===== src/rtl/rxq_pkg.sv =====
package rxq_pkg;
    localparam int ERR_W   = 4;
    localparam int ERR_OVR = 0;
    localparam int ERR_PAR = 1;
    localparam int ERR_FRM = 2;
    localparam int ERR_BRK = 3;
    localparam int STAT_CW = 8;

    typedef enum logic [1:0] {
        OCC_EMPTY = 2'd0,
        OCC_PART  = 2'd1,
        OCC_FULL  = 2'd2
    } occ_t;
endpackage


===== src/rtl/rxq_store.sv =====
module rxq_store #(
    parameter int DEPTH = 16,
    parameter int DW    = 8,
    parameter int CW    = $clog2(DEPTH + 1)
) (
    input  logic          clk,
    input  logic          rst_n,
    input  logic          flush,
    input  logic          push,
    input  logic [DW-1:0] push_data,
    input  logic          pop,
    output logic [DW-1:0] head,
    output logic [CW-1:0] count
);
    localparam int PW = (DEPTH > 1) ? $clog2(DEPTH) : 1;

    logic [DW-1:0] mem [DEPTH];
    logic [PW-1:0] wr_ptr, rd_ptr, wr_nxt, rd_nxt;
    logic [CW-1:0] cnt;

    generate
        if (DEPTH == (1 << PW)) begin : g_pow2
            assign wr_nxt = wr_ptr + PW'(1);
            assign rd_nxt = rd_ptr + PW'(1);
        end else begin : g_wrap
            assign wr_nxt = (wr_ptr == PW'(DEPTH - 1)) ? '0 : wr_ptr + PW'(1);
            assign rd_nxt = (rd_ptr == PW'(DEPTH - 1)) ? '0 : rd_ptr + PW'(1);
        end
    endgenerate

    always_ff @(posedge clk or negedge rst_n) begin
        if (!rst_n) begin
            wr_ptr <= '0;
            rd_ptr <= '0;
            cnt    <= '0;
        end else if (flush) begin
            wr_ptr <= '0;
            rd_ptr <= '0;
            cnt    <= '0;
        end else begin
            if (push) wr_ptr <= wr_nxt;
            if (pop)  rd_ptr <= rd_nxt;
            if (push && !pop)      cnt <= cnt + CW'(1);
            else if (pop && !push) cnt <= cnt - CW'(1);
        end
    end

    always_ff @(posedge clk) begin
        if (push && !flush) mem[wr_ptr] <= push_data;
    end

    assign head  = mem[rd_ptr];
    assign count = cnt;

    AST_NO_OVERFLOW: assert property (@(posedge clk) disable iff (!rst_n)
        push |-> ((cnt < CW'(DEPTH)) || pop));
    AST_NO_UNDERFLOW: assert property (@(posedge clk) disable iff (!rst_n)
        pop |-> (cnt != '0));
endmodule


===== src/rtl/rxq_errstat.sv =====
module rxq_errstat #(
    parameter int EW = 4
) (
    input  logic          clk,
    input  logic          rst_n,
    input  logic [EW-1:0] set_bits,
    input  logic          rd,
    output logic [EW-1:0] rd_value
);
    logic [EW-1:0] live;

    always_ff @(posedge clk or negedge rst_n) begin
        if (!rst_n) begin
            live     <= '0;
            rd_value <= '0;
        end else begin
            live <= (rd ? '0 : live) | set_bits;
            if (rd) rd_value <= live;
        end
    end

    AST_CLEAR_ON_READ: assert property (@(posedge clk) disable iff (!rst_n)
        (rd && (set_bits == '0)) |=> (live == '0));
    AST_STICKY_BITS: assert property (@(posedge clk) disable iff (!rst_n)
        !rd |=> (($past(live) & ~live) == '0));
endmodule


===== src/rtl/rxq_buffer.sv =====
module rxq_buffer
    import rxq_pkg::*;
#(
    parameter int DEPTH = 16,
    parameter int DW    = 8
) (
    input  logic                 clk,
    input  logic                 rst_n,
    input  logic                 ctrl_wr,
    input  logic [1:0]           ctrl_wdata,
    output logic [1:0]           ctrl_q,
    input  logic                 rx_valid,
    input  logic [DW-1:0]        rx_data,
    input  logic                 rx_parity_err,
    input  logic                 rx_frame_err,
    input  logic                 rx_break,
    input  logic                 data_rd,
    output logic [DW-1:0]        data_q,
    output logic                 data_ready,
    input  logic                 err_rd,
    output logic [ERR_W-1:0]     err_rdata,
    output logic [STAT_CW:0]     fifo_status,
    output logic                 irq_rx,
    output logic                 irq_err
);
    localparam int CW = $clog2(DEPTH + 1);

    logic              fifo_en_q, flush_q;
    logic [CW-1:0]     cnt, cnt_next;
    logic [DW-1:0]     head, hold_q, in_byte;
    occ_t              occ_q, occ_d;
    logic              full, empty;
    logic              in_valid, pop, push, drop, empty_rd;
    logic [ERR_W-1:0]  err_set;

    // control register: flush bit clears itself after one cycle
    always_ff @(posedge clk or negedge rst_n) begin
        if (!rst_n) begin
            fifo_en_q <= 1'b0;
            flush_q   <= 1'b0;
        end else begin
            flush_q <= ctrl_wr && ctrl_wdata[1];
            if (ctrl_wr) fifo_en_q <= ctrl_wdata[0];
        end
    end
    assign ctrl_q = {flush_q, fifo_en_q};

    // event decode
    always_comb begin
        in_valid = rx_valid || rx_break;
        in_byte  = rx_break ? '0 : rx_data;
        pop      = fifo_en_q && !flush_q && data_rd && !empty;
        empty_rd = fifo_en_q && !flush_q && data_rd && empty;
        push     = fifo_en_q && !flush_q && in_valid && (!full || pop);
        drop     = fifo_en_q && !flush_q && in_valid && full && !pop;
        err_set          = '0;
        err_set[ERR_OVR] = drop;
        err_set[ERR_PAR] = rx_valid && !rx_break && rx_parity_err;
        err_set[ERR_FRM] = rx_valid && !rx_break && rx_frame_err;
        err_set[ERR_BRK] = rx_break;
    end

    always_comb begin
        cnt_next = cnt;
        if (flush_q)           cnt_next = '0;
        else if (push && !pop) cnt_next = cnt + CW'(1);
        else if (pop && !push) cnt_next = cnt - CW'(1);
    end

    // occupancy state register
    always_ff @(posedge clk or negedge rst_n) begin
        if (!rst_n) occ_q <= OCC_EMPTY;
        else        occ_q <= occ_d;
    end

    // next state: fill, top-off, drain, relieve, flush
    always_comb begin
        occ_d = occ_q;
        unique case (occ_q)
            OCC_EMPTY: if (push) occ_d = (DEPTH == 1) ? OCC_FULL : OCC_PART;
            OCC_PART: begin
                if (cnt_next == '0)               occ_d = OCC_EMPTY;
                else if (cnt_next == CW'(DEPTH))  occ_d = OCC_FULL;
            end
            OCC_FULL:  if (pop && !push) occ_d = (DEPTH == 1) ? OCC_EMPTY : OCC_PART;
            default:   occ_d = OCC_EMPTY;
        endcase
        if (flush_q) occ_d = OCC_EMPTY;
    end

    // state outputs
    always_comb begin
        unique case (occ_q)
            OCC_EMPTY: begin full = 1'b0; empty = 1'b1; end
            OCC_PART:  begin full = 1'b0; empty = 1'b0; end
            OCC_FULL:  begin full = 1'b1; empty = 1'b0; end
            default:   begin full = 1'b0; empty = 1'b1; end
        endcase
    end

    rxq_store #(.DEPTH(DEPTH), .DW(DW), .CW(CW)) u_store (
        .clk       (clk),
        .rst_n     (rst_n),
        .flush     (flush_q),
        .push      (push),
        .push_data (in_byte),
        .pop       (pop),
        .head      (head),
        .count     (cnt)
    );

    rxq_errstat #(.EW(ERR_W)) u_err (
        .clk      (clk),
        .rst_n    (rst_n),
        .set_bits (err_set),
        .rd       (err_rd),
        .rd_value (err_rdata)
    );

    // host-side registers
    always_ff @(posedge clk or negedge rst_n) begin
        if (!rst_n) begin
            data_q     <= '0;
            hold_q     <= '0;
            data_ready <= 1'b0;
            irq_rx     <= 1'b0;
            irq_err    <= 1'b0;
        end else begin
            if (fifo_en_q) begin
                data_ready <= (cnt_next != '0);
                if (data_rd) data_q <= pop ? head : '0;
            end else begin
                if (in_valid) hold_q <= in_byte;
                data_ready <= in_valid || (data_ready && !data_rd);
                if (data_rd) data_q <= hold_q;
            end
            irq_rx  <= push || (!fifo_en_q && in_valid);
            irq_err <= empty_rd || (|err_set);
        end
    end

    assign fifo_status = {full, full ? {STAT_CW{1'b0}} : STAT_CW'(cnt)};

    AST_STATE_MATCHES_COUNT: assert property (@(posedge clk) disable iff (!rst_n)
        ((occ_q == OCC_FULL) == (cnt == CW'(DEPTH))) && ((occ_q == OCC_EMPTY) == (cnt == '0)));
    AST_FLUSH_EMPTIES: assert property (@(posedge clk) disable iff (!rst_n)
        flush_q |=> (fifo_status == '0));
    AST_FLUSH_SELF_CLEAR: assert property (@(posedge clk) disable iff (!rst_n)
        (flush_q && !ctrl_wr) |=> !ctrl_q[1]);
    AST_RX_PULSE: assert property (@(posedge clk) disable iff (!rst_n)
        push |=> (irq_rx && data_ready));
    AST_EMPTY_READ: assert property (@(posedge clk) disable iff (!rst_n)
        empty_rd |=> (irq_err && (data_q == '0)));
    AST_FULL_DROP: assert property (@(posedge clk) disable iff (!rst_n)
        drop |=> (data_ready && fifo_status[STAT_CW] && irq_err));
    AST_BREAK_ERR: assert property (@(posedge clk) disable iff (!rst_n)
        rx_break |=> irq_err);
    AST_HOLD_READ: assert property (@(posedge clk) disable iff (!rst_n)
        (!fifo_en_q && data_rd && !in_valid) |=> !data_ready);
endmodule


===== config.mk =====
export PLATFORM = sky130hd
export DESIGN_NAME = rxq_buffer
export DESIGN_NICKNAME = d
export VERILOG_FILES = /design/src/rtl/rxq_pkg.sv /design/src/rtl/rxq_store.sv /design/src/rtl/rxq_errstat.sv /design/src/rtl/rxq_buffer.sv
export SDC_FILE = /design/constraint.sdc
export NUM_CORES = 1
export LEC_CHECK = 0
export ABC_AREA = 0
export CAP_MARGIN = 5
export CORE_AREA = 4 4 161 194
export CTS_CLUSTER_SIZE = 28
export DETAILED_ROUTE_END_ITERATION = 12
export DIE_AREA = 0 0 165 198
export SLEW_MARGIN = 20
export SYNTH_ARGS = -nofsm -noshare
export SYNTH_HDL_FRONTEND = slang
export SYNTH_SLANG_ARGS = --single-unit

===== constraint.sdc =====
create_clock -name clk -period 4.9 [get_ports clk]
set_input_delay 0.735 -clock clk [delete_from_list [all_inputs] [get_ports clk]]
set_output_delay 0.735 -clock clk [all_outputs]
set_load 0.005 [all_outputs]

==> results.json, run 1 <==
{
  "ys_seq_elements": 172,
  "grt.overflow.total": 0,
  "clock_latency_ns": 0.42,
  "cts_tree": "done",
  "syn-cell-area_um2": 7260,
  "synth_xor_area_share_pct": 1.09,
  "synth_area_per_cell_um2": 16.7,
  "reg2reg_from": "u_store.rd_ptr[0]$_DFFE_PN0P_",
  "end_kind": "flip-flop",
  "synth-main-ff-cell": "edfxtp_1",
  "grt_pass1_vias": 4063,
  "ios": 45,
  "vias": 3845,
  "synth_commonest_cells": "edfxtp_1, dfrtp_1, mux4_2",
  "drc": 0,
  "p_total_mw": 3.75,
  "max-cap-violations": 0,
  "fmax_ghz": 0.308,
  "yosysWarnings": 0,
  "synth_compound_area_share_pct": 3.86,
  "die_w_um": 165,
  "cts_setup_buffers": 0,
  "grt_antenna_before_repair": 0,
  "crit_chain": "clkdlybuf4s50_1, and4b_1, nand2_1, and4_1, o22ai_2, o21bai_1, a221o_1",
  "finClkSkew_ns": 0.0132,
  "clk_pin_slew_ns": 0.06,
  "maxSlewHeadroom_pct": 37.9,
  "synth-edff-count": 128,
  "drive_gt1_share_pct": 20.4,
  "final.min_clock_period_ns": 3.24,
  "dieArea_um2": 32700,
  "hpwl_mm": 10.6,
  "h-tree-depth": 4,
  "r2r_end": "data_q[6]$_DFFE_PN0P_",
  "rows": 69,
  "setup_viol": 0,
  "layout.nets": 504,
  "r2r_cells": 5,
  "synthSimpleGateAreaFrac_pct": 7.67,
  "tightest_slew_ns": 0.929,
  "synth_fa_ha_area_share_pct": 1.90,
  "cts_max_path_buffers": 2,
  "grt_util_all_layers_pct": 10.0,
  "rrSetupSlack_ns": 2.09,
  "drt-initial-drc-count": 306,
  "p_leak_nw": 2.95,
  "postSynthCellCount": 434,
  "synthMuxAreaShare_pct": 14.6,
  "post-synth-top-count-cell": "edfxtp_1",
  "min_path_type": "in -> async",
  "ir_worst_vdd_uv": 262,
  "slowest_stage": "clkdlybuf4s50_1",
  "pwr_density_cell_nw_per_um2": 433,
  "critPathLaunchType": "input port",
  "hold_buffers": 0,
  "required_ns": 5.20,
  "gp_congestion": 0.851,
  "clock-sinks": 172,
  "rsz0062_at_grt": "false",
  "synth_area_leaders": "edfxtp_1, dfrtp_1, mux4_2",
  "antenna_cells": 0,
  "start_util_pct": 24.7,
  "vias_per_cell": 4.39,
  "core_area_um2": 29400,
  "synth_top_family_by_area": "multiplexers",
  "final.setup.tns_ns": 0,
  "cts_buffers": 17,
  "chipHeight_um": 198,
  "critPathMaxStageDelay_ns": 0.96,
  "crit_arrival_ns": 3.54,
  "grt_pass1_wl_mm": 24.3,
  "synthArstFlopShare_pct": 25.6,
  "io_buffer_count": 41,
  "drt_pre_antenna_iters": 4,
  "area_delta_synth_final_pct": 19.3,
  "finalCritPeriodShare_pct": 66.2,
  "criticalPathCategory": "in -> reg",
  "drv_slew": 0,
  "cts_root_buffer": "clkbuf_16",
  "yosysTopAreaCell": "edfxtp_1",
  "hold_viol": 0,
  "yosysTopAreaCellShare_pct": 53.0,
  "cp_max_fo": 23,
  "status": "complete, no violations",
  "drt_wl_total_mm": 15.8,
  "seq_area_frac_synth_pct": 68.1,
  "synthDistinctLibCells": 46,
  "antenna_left": 0,
  "grt_max_degree": 45,
  "post_cts_resized": 0,
  "wl_per_cell_um": 18.0
}
## cell usage in the layout, fill, tap and decap left out, types with 2 or more instances in the layout
| cell type | Yosys | layout |
|---|---|---|
| nand3_1 | 8 | 8 |
| nand2_1 | 15 | 15 |
| o2bb2ai_1 | 2 | 2 |
| nor3_1 | 8 | 4 |
| nand4_1 | 4 | 4 |
| dfrtp_2 | 0 | 2 |
| xor2_1 | 5 | 5 |
| xnor2_1 | 4 | 4 |
| clkbuf_16 | 0 | 17 |
| nand2b_1 | 3 | 3 |
| inv_1 | 7 | 7 |
| nor2_1 | 36 | 36 |
| conb_1 | 1 | 3 |
| a221o_1 | 2 | 2 |
| edfxtp_1 | 128 | 128 |
| clkbuf_1 | 13 | 2 |
| o21ai_0 | 3 | 3 |
| bufinv_16 | 0 | 3 |
| clkinvlp_4 | 0 | 3 |
| mux4_2 | 40 | 40 |
| ha_1 | 11 | 11 |
| clkinv_2 | 0 | 2 |
| clkinv_1 | 0 | 2 |
| dfrtp_1 | 44 | 42 |
| clkdlybuf4s50_1 | 0 | 40 |
| a21oi_1 | 21 | 21 |
| nor2b_1 | 24 | 24 |
| nor3_2 | 0 | 4 |
| o211a_1 | 2 | 2 |
| a22o_1 | 2 | 2 |
| nand4b_1 | 2 | 2 |
| mux2_2 | 13 | 13 |
| buf_4 | 10 | 10 |
## per-stage QoR
step | setup slack [ns] | instances | hold slack (ns) | util, % | cell area (um2)
2_1_floorplan | 2.55 | 436 | 0.439 | - | 7270
6_report | 1.66 | 876 | 0.297 | 29.4 | 8660
3_3_place_gp | 1.32 | 845 | 0.475 | 27.4 | 8060
5_1_grt | 1.48 | 876 | 0.328 | 29.4 | 8660
3_5_place_dp | 1.20 | 845 | 0.480 | 27.4 | 8060
4_1_cts | 1.67 | 876 | 0.495 | 29.3 | 8640
## sequential cells by signal, indices dropped and copies added (netlist names)
register / count
irq_rx: 1
flush_q: 1
u_store.rd_ptr: 4
hold_q: 8
fifo_en_q: 1
u_store.wr_ptr: 4
u_err.rd_value: 4
irq_err: 1
u_store.count: 5
u_store.mem: 128
data_ready: 1
data_q: 8
occ_q: 2
u_err.live: 4
## power breakdown
| part | internal [mW] | leakage [nW] | total, mW | switching (mW) |
|---|---|---|---|---|
| sequential | 1.65 | 1.73 | 1.77 | 0.112 |
| clock | 0.795 | 0.274 | 1.32 | 0.527 |
| combinational | 0.348 | 0.946 | 0.661 | 0.313 |
| total | 2.80 | 2.95 | 3.75 | 0.952 |
## layout make-up
type	count	area [um2]
fill	2855	20800
inverter	7	26.3
tap	390	488
multi-input combinational	226	2140
timing repair buffer	50	475
sequential	172	4950
clock inverter	12	148
clock buffer	19	433
## per-layer routing
metal  track usage [%]  part of all wire (%)  vias up
met2              16.6                    51      107
met3              3.06                   6.5       22
met4              3.14                   1.9        0
met5                 0                     0        -
met1              12.6                    40     1993
li1                  -                     -     1723
## critical path, delay by kind of cell
family / cells / cell delay, ns
AO/OA/AOI/OAI: 3 / 0.66
buffers and inverters: 1 / 0.96
AND/OR/NAND/NOR: 3 / 1.18
## how the worst max path moves through the flow
stage	cells after the start	from	end	slack, ns
3_3_place_gp	7	data_rd	occ_q[0]$_DFFE_PN0P_	1.32
3_5_place_dp	5	data_rd	u_store.mem[1][4]$_DFFE_PP_	1.20
5_1_grt	7	data_rd	occ_q[1]$_DFFE_PN0P_	1.48
2_1_floorplan	8	occ_q[0]$_DFFE_PN0P_	u_store.mem[3][0]$_DFFE_PP_	2.55
6_report	7	data_rd	occ_q[1]$_DFFE_PN0P_	1.66
4_1_cts	5	data_rd	u_store.mem[1][7]$_DFFE_PP_	1.67
## logic make-up after synthesis
| group | count (synthesis) |
|---|---|
| DFF | 172 |
| and+or+nand+nor | 109 |
| muxes | 54 |
| AOI/OAI and AO/OA | 40 |
| buffers and inverters | 38 |
| adders and majority gates | 11 |
| xor gates and xnor gates | 9 |
| other | 1 |
No activity file was read; power rests on OpenSTA's default activity.
==> run 2: changes to the inputs <==
clock period = 2.85 ns   (was 4.9 ns; I/O delays follow)
==> results.json, run 2 (synthesis results as in run 1) <==
{
  "grt.overflow.total": 0,
  "drt_wl_total_mm": 15.5,
  "gp_congestion": 0.847,
  "h-tree-depth": 4,
  "utilization_pct": 30.0,
  "antenna_cells": 0,
  "max-cap-violations": 0,
  "cts_root_buffer": "clkbuf_16",
  "clock_latency_ns": 0.42,
  "final.setup.tns_ns": 0,
  "die_w_um": 165,
  "cp_max_fo": 6,
  "layout.nets": 526,
  "critPathLaunchType": "flip-flop",
  "drt-initial-drc-count": 449,
  "largestRegisters": "u_store.mem (128), data_q (8), hold_q (8)",
  "wl_per_cell_um": 17.2,
  "cts_buffers": 17,
  "grt_util_all_layers_pct": 9.82,
  "cts_max_path_buffers": 2,
  "drc": 0,
  "layout_commonest_cell": "edfxtp_1",
  "drt_pre_antenna_iters": 4,
  "cts_tree": "done",
  "area_delta_synth_final_pct": 21.8,
  "dp.cells": 867,
  "power_frac_seq_pct": 45.5,
  "vias": 3950,
  "finalCritPeriodShare_pct": 89.0,
  "cts_setup_buffers": 0,
  "antenna_left": 0,
  "p_comb_share_pct": 19.1,
  "post_cts_resized": 0,
  "tightest_slew_ns": 1.08,
  "grt_pass1_wl_mm": 24.2,
  "finClkSkew_ns": 0.00912,
  "pwr_density_cell_nw_per_um2": 733,
  "swShare_pct": 26.0,
  "status": "complete, no violations",
  "stdcell_count": 899,
  "p_switching_mw": 1.69,
  "ir_worst_vdd_uv": 454,
  "crit_arrival_ns": 2.83,
  "mostFrequentLayoutCells": "edfxtp_1, dfrtp_1, mux4_2, clkdlybuf4s50_1, nor2_1",
  "min_path_type": "in -> async",
  "grt_pass1_vias": 4149,
  "nFillCells": 2885,
  "start_util_pct": 24.7,
  "rsz0062_at_grt": "false",
  "core_area_um2": 29400,
  "end_kind": "flip-flop",
  "vias_per_cell": 4.39,
  "max_flop_register": "u_store.mem",
  "grt_antenna_before_repair": 0,
  "criticalPathCategory": "reg -> reg",
  "grt_max_degree": 36,
  "final.min_clock_period_ns": 2.54,
  "chipHeight_um": 198,
  "clock-sinks": 172,
  "multi_input_area_um2": 2120,
  "seqCellArea_um2": 4950,
  "clk_pin_slew_ns": 0.07,
  "p_clk_share_pct": 35.4,
  "fmax_ghz": 0.394,
  "ios": 45,
  "maxSlewHeadroom_pct": 28.1,
  "p_int_mw": 4.79,
  "rows": 69,
  "io_buffer_count": 41,
  "drv_slew": 0,
  "largest_register_ffs": 128,
  "setup_viol": 0,
  "hold_buffers": 0,
  "drive_gt1_share_pct": 23.6,
  "hold_viol": 0,
  "p_leak_nw": 3.06,
  "required_ns": 3.15,
  "hpwl_mm": 10.5,
  "dieArea_um2": 32700
}
## run 2: cell type report
class	count	share of cell area (%)
well taps	390	5.52
clock inverters	13	1.77
multi-input cells	226	24.0
inverters	7	0.297
repair buffers	72	7.50
clock buffers	19	4.90
flip-flops and latches	172	56.0
## run 2: path summary, 6_finish.rpt
check | from | endpoint | slack [ns] | depth (start not counted)
worst max-delay path | occ_q[0]$_DFFE_PN0P_ | occ_q[0]$_DFFE_PN0P_ | 0.31 | 8
worst min register to register | u_err.live[3]$_DFF_PN0_ | u_err.live[3]$_DFF_PN0_ | 0.48 | 1
worst max register to register | occ_q[0]$_DFFE_PN0P_ | occ_q[0]$_DFFE_PN0P_ | 0.31 | 8
min in group clk | u_err.live[3]$_DFF_PN0_ | u_err.live[3]$_DFF_PN0_ | 0.48 | 1
worst min-delay path | rst_n | u_store.wr_ptr[2]$_DFFE_PN0P_ | 0.04 | 1
max in group asynchronous | rst_n | hold_q[6]$_DFFE_PN0P_ | 2.27 | 2
## run 2: critical path: stages (launching register included)
cell      delay [ns]
dfrtp_1         0.43
inv_1           0.10
ha_1            0.39
and4b_1         0.30
and3_1          0.25
a311oi_4        0.30
o22ai_2         0.14
o211a_1         0.23
a311o_1         0.28
## run 2: stage by stage
step | setup WS [ns] | instance area [um2] | hold WS [ns] | total power, mW
finish | 0.315 | 8840 | 0.0433 | 6.47
global placement | 0.276 | 8250 | 0.470 | 4.23
CTS | 0.332 | 8830 | 0.0535 | 6.55
global route | 0.149 | 8840 | 0.0851 | 6.78
detailed placement | 0.193 | 8250 | 0.478 | 4.25
floorplan | 0.497 | 7270 | 0.132 | 3.81
## run 2: metal layers
metal,GRT usage [%],vias to the layer above,wire (um)
met5,0,-,0
met4,2.16,0,120
met3,2.71,12,615
met2,16.6,86,8080
met1,12.6,2082,6650
li1,-,1770,-
## run 2: power by group through the flow
stage          sequential, mW  combinational [mW]  clock, mW
2_1_floorplan            2.96               0.850          0
3_3_place_gp             2.99                1.25          0
3_5_place_dp             3.00                1.26          0
4_1_cts                  2.95                1.27       2.34
5_1_grt                  2.96                1.36       2.46
6_report                 2.95                1.24       2.29
==> run 3: changes to the inputs <==
RECOVER_POWER = 50   (was not set)
==> results.json, run 3 (synthesis results as in run 1) <==
{
  "status": "finished with violations",
  "failed_checks": "capacitance limit, slew limit",
  "route.met2.wl_mm": 8.01,
  "wl_met3_um": 601,
  "p_total_mw": 6.45,
  "dp.cells": 867,
  "grt_antenna_before_repair": 0,
  "largestRegisters": "u_store.mem (128), data_q (8), hold_q (8)",
  "cts_setup_buffers": 0,
  "final.setup.tns_ns": 0,
  "p_clk_share_pct": 35.5,
  "final.min_clock_period_ns": 2.54,
  "hold_viol": 0,
  "h-tree-depth": 4,
  "die_w_um": 165,
  "area_delta_synth_final_pct": 21.0,
  "met1_length_mm": 6.69,
  "p_leak_nw": 3.03,
  "max_flop_register": "u_store.mem",
  "layout.nets": 526,
  "reg2reg_from": "occ_q[0]$_DFFE_PN0P_",
  "mostFrequentLayoutCells": "edfxtp_1, dfrtp_1, mux4_2, nor2_1, nor2b_1",
  "finalCritPeriodShare_pct": 89.1,
  "ir_worst_vdd_uv": 453,
  "drt_wl_total_mm": 15.4,
  "dieArea_um2": 32700,
  "cts_root_buffer": "clkbuf_16",
  "clock_latency_ns": 0.42,
  "cts_tree": "done",
  "wl_per_cell_um": 17.2,
  "vias_per_cell": 4.37,
  "largest_register_ffs": 128,
  "rows": 69,
  "grt_pass1_vias": 4149,
  "required_ns": 3.15,
  "antenna_cells": 0,
  "dp_slack_ns": 0.193,
  "rsz0062_at_grt": "false",
  "hold_buffers": 0,
  "crit_arrival_ns": 2.84,
  "grt.overflow.total": 0,
  "antenna_left": 0,
  "critPathLaunchType": "flip-flop",
  "drt-initial-drc-count": 396,
  "pwr_density_cell_nw_per_um2": 734,
  "io_buffer_count": 41,
  "gp_congestion": 0.847,
  "grt_pass1_wl_mm": 24.2,
  "layout_commonest_cell": "edfxtp_1",
  "topRoutingLayerUsed": "met4",
  "fmax_ghz": 0.394,
  "min_path_type": "in -> async",
  "drt_pre_antenna_iters": 4,
  "p_switching_mw": 1.68,
  "maxSlewHeadroom_pct": -1.10,
  "power_frac_seq_pct": 45.7,
  "setup_viol": 0,
  "whs_ns": 0.372,
  "end_kind": "flip-flop",
  "tightest_slew_ns": 1.52,
  "core_area_um2": 29400,
  "chipHeight_um": 198,
  "max-cap-violations": 1,
  "stdcell_count": 899,
  "finClkSkew_ns": 0.00888,
  "grt_util_all_layers_pct": 9.82,
  "layout_setup_ws_ns": 0.312,
  "start_util_pct": 24.7,
  "vias": 3926,
  "crit_start": "occ_q[0]$_DFFE_PN0P_",
  "hpwl_mm": 10.5,
  "p_comb_share_pct": 18.8,
  "swShare_pct": 26.0,
  "clock-sinks": 172,
  "post_cts_resized": 0,
  "cts_max_path_buffers": 2,
  "cp_max_fo": 6,
  "drv_slew": 28,
  "drive_gt1_share_pct": 21.2,
  "drc": 0,
  "ios": 45,
  "cts_buffers": 17,
  "p_int_mw": 4.77,
  "criticalPathCategory": "reg -> reg",
  "grt_max_degree": 36,
  "clk_pin_slew_ns": 0.07
}
[run 3: final timing paths]
check / to / slack (ns) / depth (start not counted)
min reg2reg: u_err.live[3]$_DFF_PN0_ / 0.48 / 1
min in group clk: u_err.live[3]$_DFF_PN0_ / 0.48 / 1
max in group asynchronous: hold_q[6]$_DFFE_PN0P_ / 0.90 / 2
max: occ_q[0]$_DFFE_PN0P_ / 0.31 / 8
max reg2reg: occ_q[0]$_DFFE_PN0P_ / 0.31 / 8
min: u_store.wr_ptr[2]$_DFFE_PN0P_ / 0.37 / 1
[run 3: power by group through the flow]
stage               combinational [mW]  clock, mW  sequential [mW]
finish                            1.21       2.29             2.95
global route                      1.34       2.46             2.96
CTS                               1.27       2.34             2.95
detailed placement                1.26          0             3.00
global placement                  1.25          0             2.99
floorplan                        0.850          0             2.96
[run 3: cell type report]
type / count / area (um2)
flip-flops and latches: 172 / 4950
clock inverters: 13 / 156
clock buffers: 19 / 433
repair buffers: 72 / 616
multi-input cells: 226 / 2120
well taps: 390 / 488
fillers: 2900 / 20700
inverters: 7 / 26.3
[run 3: critical path: stages (launching register included)]
cell	delay, ns
dfrtp_1	0.43
inv_1	0.10
ha_1	0.39
and4b_1	0.30
and3_1	0.25
a311oi_4	0.30
o22ai_2	0.14
o211a_1	0.23
a311o_1	0.28
[run 3: layer usage]
metal | GRT usage [%] | up-vias
met4 | 2.16 | 0
met5 | 0 | -
li1 | - | 1771
met3 | 2.71 | 12
met2 | 16.6 | 79
met1 | 12.6 | 2064
[run 3: stage by stage]
stage | instance area (um2) | util, %
2_1_floorplan | 7270 | -
3_3_place_gp | 8250 | 28.0
3_5_place_dp | 8250 | 28.0
4_1_cts | 8830 | 30.0
5_1_grt | 8780 | 29.8
6_report | 8780 | 29.8
